--- config.mk ---
export PLATFORM = sky130hd
export DESIGN_NAME = ecc_stream_gen
export DESIGN_NICKNAME = d
export VERILOG_FILES = /design/src/rtl/ecc_stream_pkg.sv /design/src/rtl/ecc_chunk_counter.sv /design/src/rtl/ecc_parity_accum.sv /design/src/rtl/ecc_code_packer.sv /design/src/rtl/ecc_stream_gen.sv
export SDC_FILE = /design/constraint.sdc
export NUM_CORES = 1
export LEC_CHECK = 0
export BUFFER_PORTS_ARGS = -buffer_cell sky130_fd_sc_hd__buf_2
export CELL_PAD_IN_SITES_DETAIL_PLACEMENT = 0
export CELL_PAD_IN_SITES_GLOBAL_PLACEMENT = 1
export CORE_ASPECT_RATIO = 0.5
export CORE_MARGIN = 2
export CORE_UTILIZATION = 25
export CTS_BUF_LIST = sky130_fd_sc_hd__clkbuf_4
export CTS_CLUSTER_DIAMETER = 120
export DETAILED_ROUTE_END_ITERATION = 12
export GPL_TIMING_DRIVEN = 0
export PLACE_DENSITY_LB_ADDON = 0.1
export SETUP_SLACK_MARGIN = 0.2
export SLEW_MARGIN = 5
export SYNTH_ARGS = -nofsm -noshare
export SYNTH_HDL_FRONTEND = slang
export SYNTH_SLANG_ARGS = --single-unit
--- constraint.sdc ---
create_clock -name clk -period 2.3 [get_ports clk]
set_clock_uncertainty 0.15 [all_clocks]
set_input_delay 0.23 -clock clk [delete_from_list [all_inputs] [get_ports clk]]
set_output_delay 0.23 -clock clk [all_outputs]
set_load 0.005 [all_outputs]
--- src/rtl/ecc_stream_pkg.sv ---
package ecc_stream_pkg;

    localparam int COL_W  = 6;
    localparam int BYTE_W = 8;

    typedef enum logic [1:0] {
        OP_IDLE  = 2'd0,
        OP_CLEAR = 2'd1,
        OP_TAKE  = 2'd2
    } beat_op_e;

    typedef struct packed {
        beat_op_e          op;
        logic [BYTE_W-1:0] data;
    } beat_t;

    function automatic logic [COL_W-1:0] col_contrib(input logic [BYTE_W-1:0] b);
        logic [COL_W-1:0] c;
        c = '0;
        for (int j = 0; j < BYTE_W; j++) begin
            for (int k = 0; k < 3; k++) begin
                if (j[k]) c[2*k+1] = c[2*k+1] ^ b[j];
                else      c[2*k]   = c[2*k]   ^ b[j];
            end
        end
        return c;
    endfunction

endpackage

--- src/rtl/ecc_chunk_counter.sv ---
module ecc_chunk_counter #(
    parameter int IDX_W = 8
) (
    input  logic             clk,
    input  logic             rst,
    input  logic             clr,
    input  logic             take,
    output logic [IDX_W-1:0] idx,
    output logic             last
);
    localparam logic [IDX_W-1:0] IDX_MAX = '1;

    always_ff @(posedge clk) begin
        if (rst || clr) begin
            idx <= '0;
        end else if (take) begin
            idx <= idx + 1'b1;
        end
    end

    assign last = (idx == IDX_MAX);
endmodule

--- src/rtl/ecc_parity_accum.sv ---
module ecc_parity_accum
    import ecc_stream_pkg::*;
#(
    parameter int IDX_W = 8,
    localparam int RAW_W = COL_W + 2*IDX_W
) (
    input  logic              clk,
    input  logic              rst,
    input  beat_t             beat,
    input  logic [IDX_W-1:0]  idx,
    input  logic              last,
    output logic [RAW_W-1:0]  result,
    output logic              done
);
    logic [RAW_W-1:0]   acc;
    logic [2*IDX_W-1:0] line_c;
    logic [COL_W-1:0]   col_c;
    logic               byte_par;
    logic [RAW_W-1:0]   acc_nxt;

    assign byte_par = ^beat.data;
    assign col_c    = col_contrib(beat.data);

    for (genvar k = 0; k < IDX_W; k++) begin : g_line
        assign line_c[2*k]   = byte_par & ~idx[k];
        assign line_c[2*k+1] = byte_par &  idx[k];
    end

    assign acc_nxt = acc ^ {line_c, col_c};

    always_ff @(posedge clk) begin
        if (rst) begin
            acc    <= '0;
            result <= '0;
            done   <= 1'b0;
        end else begin
            done <= 1'b0;
            unique case (beat.op)
                OP_CLEAR: begin
                    acc    <= '0;
                    result <= '0;
                end
                OP_TAKE: begin
                    if (last) begin
                        result <= acc_nxt;
                        acc    <= '0;
                        done   <= 1'b1;
                    end else begin
                        acc <= acc_nxt;
                    end
                end
                default: ;
            endcase
        end
    end
endmodule

--- src/rtl/ecc_code_packer.sv ---
module ecc_code_packer #(
    parameter int RAW_W = 22,
    localparam int NB   = (RAW_W + 2 + 7) / 8
) (
    input  logic [RAW_W-1:0]      raw,
    output logic [NB-1:0][7:0]    code
);
    logic [NB*8-1:0] word;

    always_comb begin
        word = '0;
        word[RAW_W+1:2] = raw;
        word = ~word;
    end

    for (genvar n = 0; n < NB; n++) begin : g_byte
        assign code[n] = word[(NB-1-n)*8 +: 8];
    end
endmodule

--- src/rtl/ecc_stream_gen.sv ---
module ecc_stream_gen
    import ecc_stream_pkg::*;
#(
    parameter int CHUNK_BYTES = 256,
    localparam int IDX_W      = $clog2(CHUNK_BYTES),
    localparam int RAW_W      = COL_W + 2*IDX_W,
    localparam int CODE_BYTES = (RAW_W + 2 + 7) / 8
) (
    input  logic                        clk,
    input  logic                        rst,
    input  logic                        ecc_en,
    input  logic                        ecc_clr,
    input  logic                        byte_vld,
    input  logic [7:0]                  byte_dat,
    output logic [RAW_W-1:0]            par_raw,
    output logic [CODE_BYTES-1:0][7:0]  code_bytes,
    output logic                        chunk_done
);
    beat_t            beat;
    logic [IDX_W-1:0] idx;
    logic             last;

    always_comb begin
        beat.data = byte_dat;
        if (ecc_clr)                 beat.op = OP_CLEAR;
        else if (ecc_en && byte_vld) beat.op = OP_TAKE;
        else                         beat.op = OP_IDLE;
    end

    ecc_chunk_counter #(.IDX_W(IDX_W)) u_cnt (
        .clk  (clk),
        .rst  (rst),
        .clr  (beat.op == OP_CLEAR),
        .take (beat.op == OP_TAKE),
        .idx  (idx),
        .last (last)
    );

    ecc_parity_accum #(.IDX_W(IDX_W)) u_acc (
        .clk    (clk),
        .rst    (rst),
        .beat   (beat),
        .idx    (idx),
        .last   (last),
        .result (par_raw),
        .done   (chunk_done)
    );

    ecc_code_packer #(.RAW_W(RAW_W)) u_pack (
        .raw  (par_raw),
        .code (code_bytes)
    );
endmodule

==> reports/metrics.cfg, run 1 <==
[yosys]
syn_inst = 293
yosysTopAreaCell = dfxtp_1
yosysSeqAreaShare = 0.409
async_flop_share = 0
synth-seq-cells = 53
yosys-top-cells-area = dfxtp_1, xnor2_1, nand3_1
synth-edff-count = 0
synth_cell_types = 49
yosys_warnings = 0
syn-mean-instance-area_sq_um = 8.85
synth.top_cell.area_share = 0.409
synth_ff_type = dfxtp_1
netlist_area_sq_um = 2590

[placed_design]
gp_congestion = 0.754
place_area_sq_um = 3050
io_buffers = 56
hpwlAfterDp_mm = 5.28

[finish]
mostFrequentLayoutCells = buf_2, dfxtp_1, inv_1, nand2_1, xnor2_1
layout-drive-gt1-share = 0.326
fillCellCount = 1125
mostFrequentLayoutCell = buf_2
syn_to_final_growth_pct = 30.5
layout.nets = 385
n_antenna_cell = 0
final_cell_area_sq_um = 3390

[floorplan]
ios = 60
num_rows = 26
dieArea_sq_um = 11300
die_h_um = 76.0
die_x_um = 148
start_util = 0.256
core-area_sq_um = 10100

[flow_run]
maxCapViolations = 0

[timing]
worst_pin_slew_ps = 895
max_freq_mhz = 481
maxSlewHeadroom = 0.399
slew_violations = 0
hold_viol = 0
finalCritPeriodShare = 0.904
min_period_ps = 2080
setup_viol = 0
rsz0062_at_grt = true

[critical_path]
critPathMaxStageDelay_ps = 570
reg2reg_slack_ps = 220
r2r_end = u_acc.result[2]$_SDFFE_PP0P_
cp-end-kind = flop
crit_chain = ha_4 -> nand2_4 -> or4b_4 -> buf_12 -> nor2_8 -> buf_12 -> buf_16 -> a22o_1
crit_slowest_cell = or4b_4
crit_family = simple AND/OR/NAND/NOR gates
required_ps = 2490
path_class = reg2reg
cpMostUsedCell = buf_12
path_depth = 8
crit_arrival_ps = 2270
crit_path_end = u_acc.result[2]$_SDFFE_PP0P_
start_kind = flop
startpoint = u_cnt.idx[1]$_SDFFE_PP0P_
cp_max_fo = 7
r2r_cells = 8
reg2reg_from = u_cnt.idx[1]$_SDFFE_PP0P_
cp_num_buf_inv = 3

[routing]
wl_per_cell_um = 14.6
viasPerCell = 4.68
antenna_left = 0
drt_first_pass_iters = 4
vias = 2391
totalWireLength_mm = 7.48
first_iter_violations = 132
drcViolationCount = 0

[clock_network]
numCtsBuffers = 5
htreeDepth = 2
cts_tree = built
clk_pin_slew_worst_paths_ps = 160
cts_sinks = 53
clockBufferDepth = 2
clk_latency_ps = 390
cts-root-buf = clkbuf_4

[grt]
antenna_found_initial = 0
grt_max_degree = 15
first_global_vias = 2196
grt_pass1_wl_mm = 11.8
overflow = 0
grt_usage = 0.135

[status]
status = completed

[pwr]
power.total_w = 0.00172
power.density_nw_per_um2 = 509
total_leakage_power_nw = 1.35
vdd_drop_max_mv = 0.174

[min_path]
holdCritPathClass = in2reg
min_from = ecc_clr

## layout make-up
| class | count | area (sq um) | share of cell area |
|---|---|---|---|
| buffer | 20 | 146 | 0.0432 |
| clock buffer | 6 | 45.0 | 0.0133 |
| clock inverter | 1 | 3.75 | 0.00111 |
| inverter | 26 | 97.6 | 0.0288 |
| multi-input combinational | 196 | 1430 | 0.422 |
| sequential | 53 | 1070 | 0.316 |
| tap | 140 | 175 | 0.0517 |
| timing repair buffer | 69 | 419 | 0.124 |
## cells in the mapped netlist, types with 5 or more instances
| cell type | n |
|---|---|
| a32oi_1 | 11 |
| nand3_1 | 24 |
| dfxtp_1 | 53 |
| buf_2 | 7 |
| o31ai_1 | 5 |
| nor2b_1 | 5 |
| a21oi_1 | 5 |
| o211ai_1 | 6 |
| inv_1 | 26 |
| clkbuf_1 | 6 |
| a22o_1 | 12 |
| nor3b_1 | 5 |
| nor2_1 | 20 |
| a32o_1 | 5 |
| nand2_1 | 24 |
| xnor2_1 | 21 |
| nor4_1 | 5 |
## routing by layer
metal	routed length, um	GRT usage	up-vias
met5	0	0	-
met4	74	0.0314	0
met3	358	0.0317	6
met2	3230	0.204	47
met1	3820	0.196	1153
li1	-	-	1185
## registers in the layout, summed over array words and instances, names as in the netlist
signal        cells
u_cnt.idx         8
u_acc.acc        22
u_acc.result     22
u_acc.done        1
## worst min-delay path by stage
stage / to / slack, ps / cells after the start
4_1_cts: u_acc.acc[5]$_SDFFE_PP0P_ / 60 / 4
3_5_place_dp: u_acc.acc[5]$_SDFFE_PP0P_ / 310 / 2
2_1_floorplan: u_cnt.idx[1]$_SDFFE_PP0P_ / 240 / 2
6_report: u_acc.acc[5]$_SDFFE_PP0P_ / 90 / 4
5_1_grt: u_cnt.idx[2]$_SDFFE_PP0P_ / 50 / 4
3_3_place_gp: u_acc.acc[5]$_SDFFE_PP0P_ / 300 / 2
## what timing repair did
| action | CTS | global route |
|---|---|---|
| pin swaps | 1 | 10 |
| gates cloned | 3 | 0 |
| gates resized for setup | 20 | 19 |
| hold endpoints to repair | 1 | 0 |
| hold buffers | 2 | 0 |
| setup buffers | 3 | 6 |
| setup endpoints to repair | 37 | 30 |
## kinds of logic after synthesis
logic type,Yosys count,synth area share
fa+ha+maj,1,0.00482
other cells,1,0.00145
buf+inv,46,0.0834
compound gates,58,0.178
flops,53,0.409
xor+xnor,26,0.0965
mux,4,0.0154
simple gates,104,0.211
## stage by stage
stage | std cells | hold slack (ps) | setup TNS [ps] | worst slack (ps) | utilization
CTS | 505 | 60.4 | 0 | 175 | 0.320
global placement | 490 | 302 | -5480 | -291 | 0.301
detailed placement | 490 | 311 | -6270 | -313 | 0.301
global route | 511 | 54.3 | 0 | 157 | 0.334
floorplan | 294 | 240 | 0 | 293 | -
finish | 511 | 88.6 | 0 | 220 | 0.334
## where the power goes
part           total, W  internal (W)  switching, W
registers      0.000941      0.000930     0.0000112
clock network  0.000420      0.000124      0.000296
logic          0.000361      0.000113      0.000249
## tightest hold or removal path, delay by kind of cell
kind                   cells  cell delay (ps)
AOI/OAI and AO/OA          2              150
buffers and inverters      1              130
and+or+nand+nor            1               80
(Power assumes the default switching activity.)
==> run 2: changes to the inputs <==
--- a/config.mk
+++ b/config.mk
@@ -5,12 +5,12 @@
 export SDC_FILE = /design/constraint.sdc
 export NUM_CORES = 1
 export LEC_CHECK = 0
-export BUFFER_PORTS_ARGS = -buffer_cell sky130_fd_sc_hd__buf_2
+export BUFFER_PORTS_ARGS = -buffer_cell sky130_fd_sc_hd__buf_4
 export CELL_PAD_IN_SITES_DETAIL_PLACEMENT = 0
 export CELL_PAD_IN_SITES_GLOBAL_PLACEMENT = 1
 export CORE_ASPECT_RATIO = 0.5
 export CORE_MARGIN = 2
-export CORE_UTILIZATION = 25
+export CORE_UTILIZATION = 35
 export CTS_BUF_LIST = sky130_fd_sc_hd__clkbuf_4
 export CTS_CLUSTER_DIAMETER = 120
 export DETAILED_ROUTE_END_ITERATION = 12
==> reports/metrics.cfg, run 2 (same netlist as run 1, synthesis figures left out) <==
[routing]
totalWireLength_mm = 6.98
vias = 2386
wl_met2_mm = 3.07
top_layer_used = met4
met1Wirelength_mm = 3.44
first_iter_violations = 90
antenna_left = 0
wl_met3_um = 364
drcViolationCount = 0
wl_per_cell_um = 15.0
viasPerCell = 5.11
drt_first_pass_iters = 4

[placed_design]
hpwlAfterDp_mm = 4.84
pre_cts_ws_ps = -309
place_area_sq_um = 3140
io_buffers = 56
gp_congestion = 0.817

[finish]
mostFrequentLayoutCells = buf_4, dfxtp_1, inv_1, nand2_1, xnor2_1
layout.nets = 384
n_antenna_cell = 0
mostFrequentLayoutCell = buf_4
final_cell_area_sq_um = 3480
reg_top3 = u_acc.acc: 22 flops, u_acc.result: 22 flops, u_cnt.idx: 8 flops
fillCellCount = 703
layout-drive-gt1-share = 0.323
final-seq-area_sq_um = 1070
syn_to_final_growth_pct = 34.3
multi_input_area_sq_um = 1420

[pwr]
total_leakage_power_nw = 1.39
vdd_drop_max_mv = 0.204
power.total_w = 0.00185
power.density_nw_per_um2 = 530

[floorplan]
die_x_um = 126
core-area_sq_um = 7270
dieArea_sq_um = 8160
die_h_um = 64.9
ios = 60
num_rows = 22
start_util = 0.357

[status]
status = completed

[clock_network]
clockBufferDepth = 2
clk_latency_ps = 410
clk_pin_slew_worst_paths_ps = 160
cts_tree = built
htreeDepth = 2
cts_sinks = 53
numCtsBuffers = 5
cts-root-buf = clkbuf_4

[critical_path]
crit_chain = buf_4 -> nand3_4 -> or4b_4 -> buf_8 -> nor2_8 -> buf_6 -> nand4b_1 -> nand2_1
cp-end-kind = flop
path_class = reg2reg
critPathMaxStageDelay_ps = 570
start_kind = flop
cp_max_fo = 8
reg2reg_slack_ps = 250
crit_slowest_cell = or4b_4
required_ps = 2500
crit_arrival_ps = 2250

[grt]
antenna_found_initial = 0
grt_usage = 0.175
first_global_vias = 2218
grt_pass1_wl_mm = 11.1
overflow = 0
grt_max_degree = 18

[timing]
setup_ws_ps = 252
setup_viol = 0
hold_viol = 0
maxSlewHeadroom = 0.498
finalCritPeriodShare = 0.890
max_freq_mhz = 488
worst_pin_slew_ps = 747
rsz0062_at_grt = true
min_period_ps = 2050
slew_violations = 0

[min_path]
holdCritPathClass = in2reg

[flow_run]
maxCapViolations = 0

run 2: final cells by class:
type,count,area share
plain buffers,20,0.0406
well taps,96,0.0345
inverters,26,0.0280
flip-flops and latches,53,0.308
multi-input cells,195,0.407
clock buffers,5,0.0108
clock inverters,3,0.0133
repair buffers,69,0.158
run 2: where the power goes:
| part | total (W) | internal [W] | switching [W] | leakage (nW) |
|---|---|---|---|---|
| logic | 0.000352 | 0.000117 | 0.000235 | 0.919 |
| clock network | 0.000554 | 0.000230 | 0.000323 | 0.0414 |
| registers | 0.000942 | 0.000930 | 0.0000118 | 0.431 |
| total | 0.00185 | 0.00128 | 0.000570 | 1.39 |
run 2: repair_timing:
action / 4_1_cts / 5_1_grt
gates resized for setup: 17 / 24
pin swaps: 2 / 11
hold buffers: 2 / 0
buffers inserted: 5 / 4
gates cloned: 2 / 0
endpoints found under the hold margin: 1 / 0
setup endpoints to repair: 35 / 30
run 2: final timing paths:
path / cells after the start / to / start
setup / recovery: 8 / u_acc.result[11]$_SDFFE_PP0P_ / u_cnt.idx[7]$_SDFFE_PP0P_
hold / removal: 4 / u_acc.acc[4]$_SDFFE_PP0P_ / ecc_clr
setup reg to reg: 8 / u_acc.result[11]$_SDFFE_PP0P_ / u_cnt.idx[7]$_SDFFE_PP0P_
hold reg to reg: 2 / u_acc.acc[5]$_SDFFE_PP0P_ / u_acc.acc[5]$_SDFFE_PP0P_
run 2: routing by layer:
| layer | GRT usage | vias to the layer above |
|---|---|---|
| met5 | 0 | - |
| met4 | 0.0618 | 0 |
| li1 | - | 1193 |
| met1 | 0.230 | 1110 |
| met3 | 0.0429 | 10 |
| met2 | 0.282 | 73 |
run 2: worst max-delay path, delay by kind of cell (launching register included):
kind                   cells  cell delay [ps]
buffers and inverters      3              470
DFF                        1              340
and+or+nand+nor            5             1040
run 2: through the flow:
step	util	setup TNS (ps)	hold slack, ps	instances
after floorplan	-	0	240	294
after global placement	0.432	-4180	301	446
after detailed placement	0.432	-4740	310	446
after CTS	0.463	0	28.2	463
after global routing	0.479	0	33.9	467
final	0.479	0	36.4	467
==> run 3: changes to the inputs <==
--- a/config.mk
+++ b/config.mk
@@ -15,8 +15,8 @@
 export CTS_CLUSTER_DIAMETER = 120
 export DETAILED_ROUTE_END_ITERATION = 12
 export GPL_TIMING_DRIVEN = 0
+export HOLD_SLACK_MARGIN = 0.06
 export PLACE_DENSITY_LB_ADDON = 0.1
-export SETUP_SLACK_MARGIN = 0.2
 export SLEW_MARGIN = 5
 export SYNTH_ARGS = -nofsm -noshare
 export SYNTH_HDL_FRONTEND = slang
==> reports/metrics.cfg, run 3 (same netlist as run 1, synthesis figures left out) <==
[flow_run]
maxCapViolations = 0

[pwr]
swShare = 0.304
p_int_w = 0.00128
p_sw_w = 0.000558
total_leakage_power_nw = 1.30
power.density_nw_per_um2 = 552
power_frac_comb = 0.187
p_clk_frac = 0.300
power.total_w = 0.00184
vdd_drop_max_mv = 0.204
p_seq_frac = 0.513

[min_path]
hold_depth = 4
hold_path_end = u_cnt.idx[0]$_SDFFE_PP0P_
min_from = byte_vld
holdCritPathClass = in2reg

[critical_path]
reg2reg_slack_ps = 170
startpoint = u_cnt.idx[5]$_SDFFE_PP0P_
r2r_cells = 8
reg2reg_from = u_cnt.idx[5]$_SDFFE_PP0P_
required_ps = 2500
r2r_end = u_acc.result[13]$_SDFFE_PP0P_
crit_arrival_ps = 2330
start_kind = flop
path_class = reg2reg
cp-end-kind = flop
cp_max_fo = 10

[timing]
max_freq_mhz = 469
setup_viol = 0
setup_ws_ps = 168
maxSlewHeadroom = 0.507
worst_pin_slew_ps = 735
slew_violations = 0
finalCritPeriodShare = 0.927
rsz0062_at_grt = false
fin_hold_ws_ps = 114
hold_viol = 0
min_period_ps = 2130

[finish]
reg_top3 = u_acc.acc: 22 flops, u_acc.result: 22 flops, u_cnt.idx: 8 flops
mostFrequentLayoutCell = buf_4
layoutNonFillerInstCount = 462
layout-drive-gt1-share = 0.265
syn_to_final_growth_pct = 28.2
n_antenna_cell = 0
fillCellCount = 727
final_cell_area_sq_um = 3330
layout.nets = 379
mostFrequentLayoutCells = buf_4, dfxtp_1, inv_1, nand2_1, nand3_1

[placed_design]
io_buffers = 56
hpwlAfterDp_mm = 4.84
pre_cts_ws_ps = -309
place_area_sq_um = 3140
dp_cells = 446
gp_congestion = 0.817

[floorplan]
start_util = 0.357
die_h_um = 64.9
ios = 60
dieArea_sq_um = 8160
core-area_sq_um = 7270
num_rows = 22
die_x_um = 126

[routing]
antenna_left = 0
first_iter_violations = 102
totalWireLength_mm = 6.64
drt_first_pass_iters = 4
vias = 2324
wl_per_cell_um = 14.4
viasPerCell = 5.03
drcViolationCount = 0

[status]
status = completed

[grt]
antenna_found_initial = 0
overflow = 0
grt_pass1_wl_mm = 10.8
grt_usage = 0.169
first_global_vias = 2200
grt_max_degree = 18

[clock_network]
cts-root-buf = clkbuf_4
numCtsBuffers = 5
cts_tree = built
cts_sinks = 53
clockBufferDepth = 2
htreeDepth = 2
clk_pin_slew_worst_paths_ps = 170
clk_latency_ps = 400

-- run 3: critical path, stage by stage (launching register included) --
cell,delay [ps]
dfxtp_1,340
buf_2,190
nand3_2,110
or4b_4,560
buf_6,170
nor2_8,190
buf_8,180
nand3_1,80
nand3_1,100
-- run 3: final cells by class --
class	count	area, sq um	share of cell area
inverter	26	97.6	0.0293
buffer	20	123	0.0369
tap	96	120	0.0361
clock buffer	5	37.5	0.0113
sequential	53	1070	0.321
multi-input combinational	195	1340	0.403
clock inverter	3	46.3	0.0139
timing repair buffer	64	493	0.148
-- run 3: power groups by stage --
stage / registers (W) / logic [W] / clock network (W)
6_report: 0.000943 / 0.000344 / 0.000551
3_5_place_dp: 0.000963 / 0.000336 / 0
5_1_grt: 0.000946 / 0.000373 / 0.000619
3_3_place_gp: 0.000963 / 0.000332 / 0
4_1_cts: 0.000943 / 0.000339 / 0.000575
2_1_floorplan: 0.000960 / 0.000236 / 0
-- run 3: stage by stage --
stage,utilization,TNS (ps)
3_5_place_dp,0.432,-4740
5_1_grt,0.458,0
4_1_cts,0.450,0
2_1_floorplan,-,0
3_3_place_gp,0.432,-4180
6_report,0.458,0
-- run 3: metal layers --
metal  vias to the layer above  track usage  routed length (um)
met5                         -            0                   0
met1                      1068        0.217                3260
met2                        67        0.279                2860
met4                         0       0.0618                 133
met3                        11       0.0413                 399
li1                       1178            -                   -
-- run 3: how the worst max path moves through the flow --
stage,to,slack [ps]
detailed placement,u_acc.acc[10]$_SDFFE_PP0P_,-310
global route,u_acc.result[13]$_SDFFE_PP0P_,8
global placement,u_acc.acc[10]$_SDFFE_PP0P_,-240
finish,u_acc.result[13]$_SDFFE_PP0P_,170
CTS,u_acc.result[13]$_SDFFE_PP0P_,2
floorplan,u_acc.result[13]$_SDFFE_PP0P_,290
-- run 3: what timing repair did --
item                                    4_1_cts  5_1_grt
hold buffers                                  4        1
endpoints found under the hold margin         2        2
pin swaps                                     0        1
buffers inserted                              0        3
endpoints found under the setup margin       22       25
gates resized for setup                       3        6
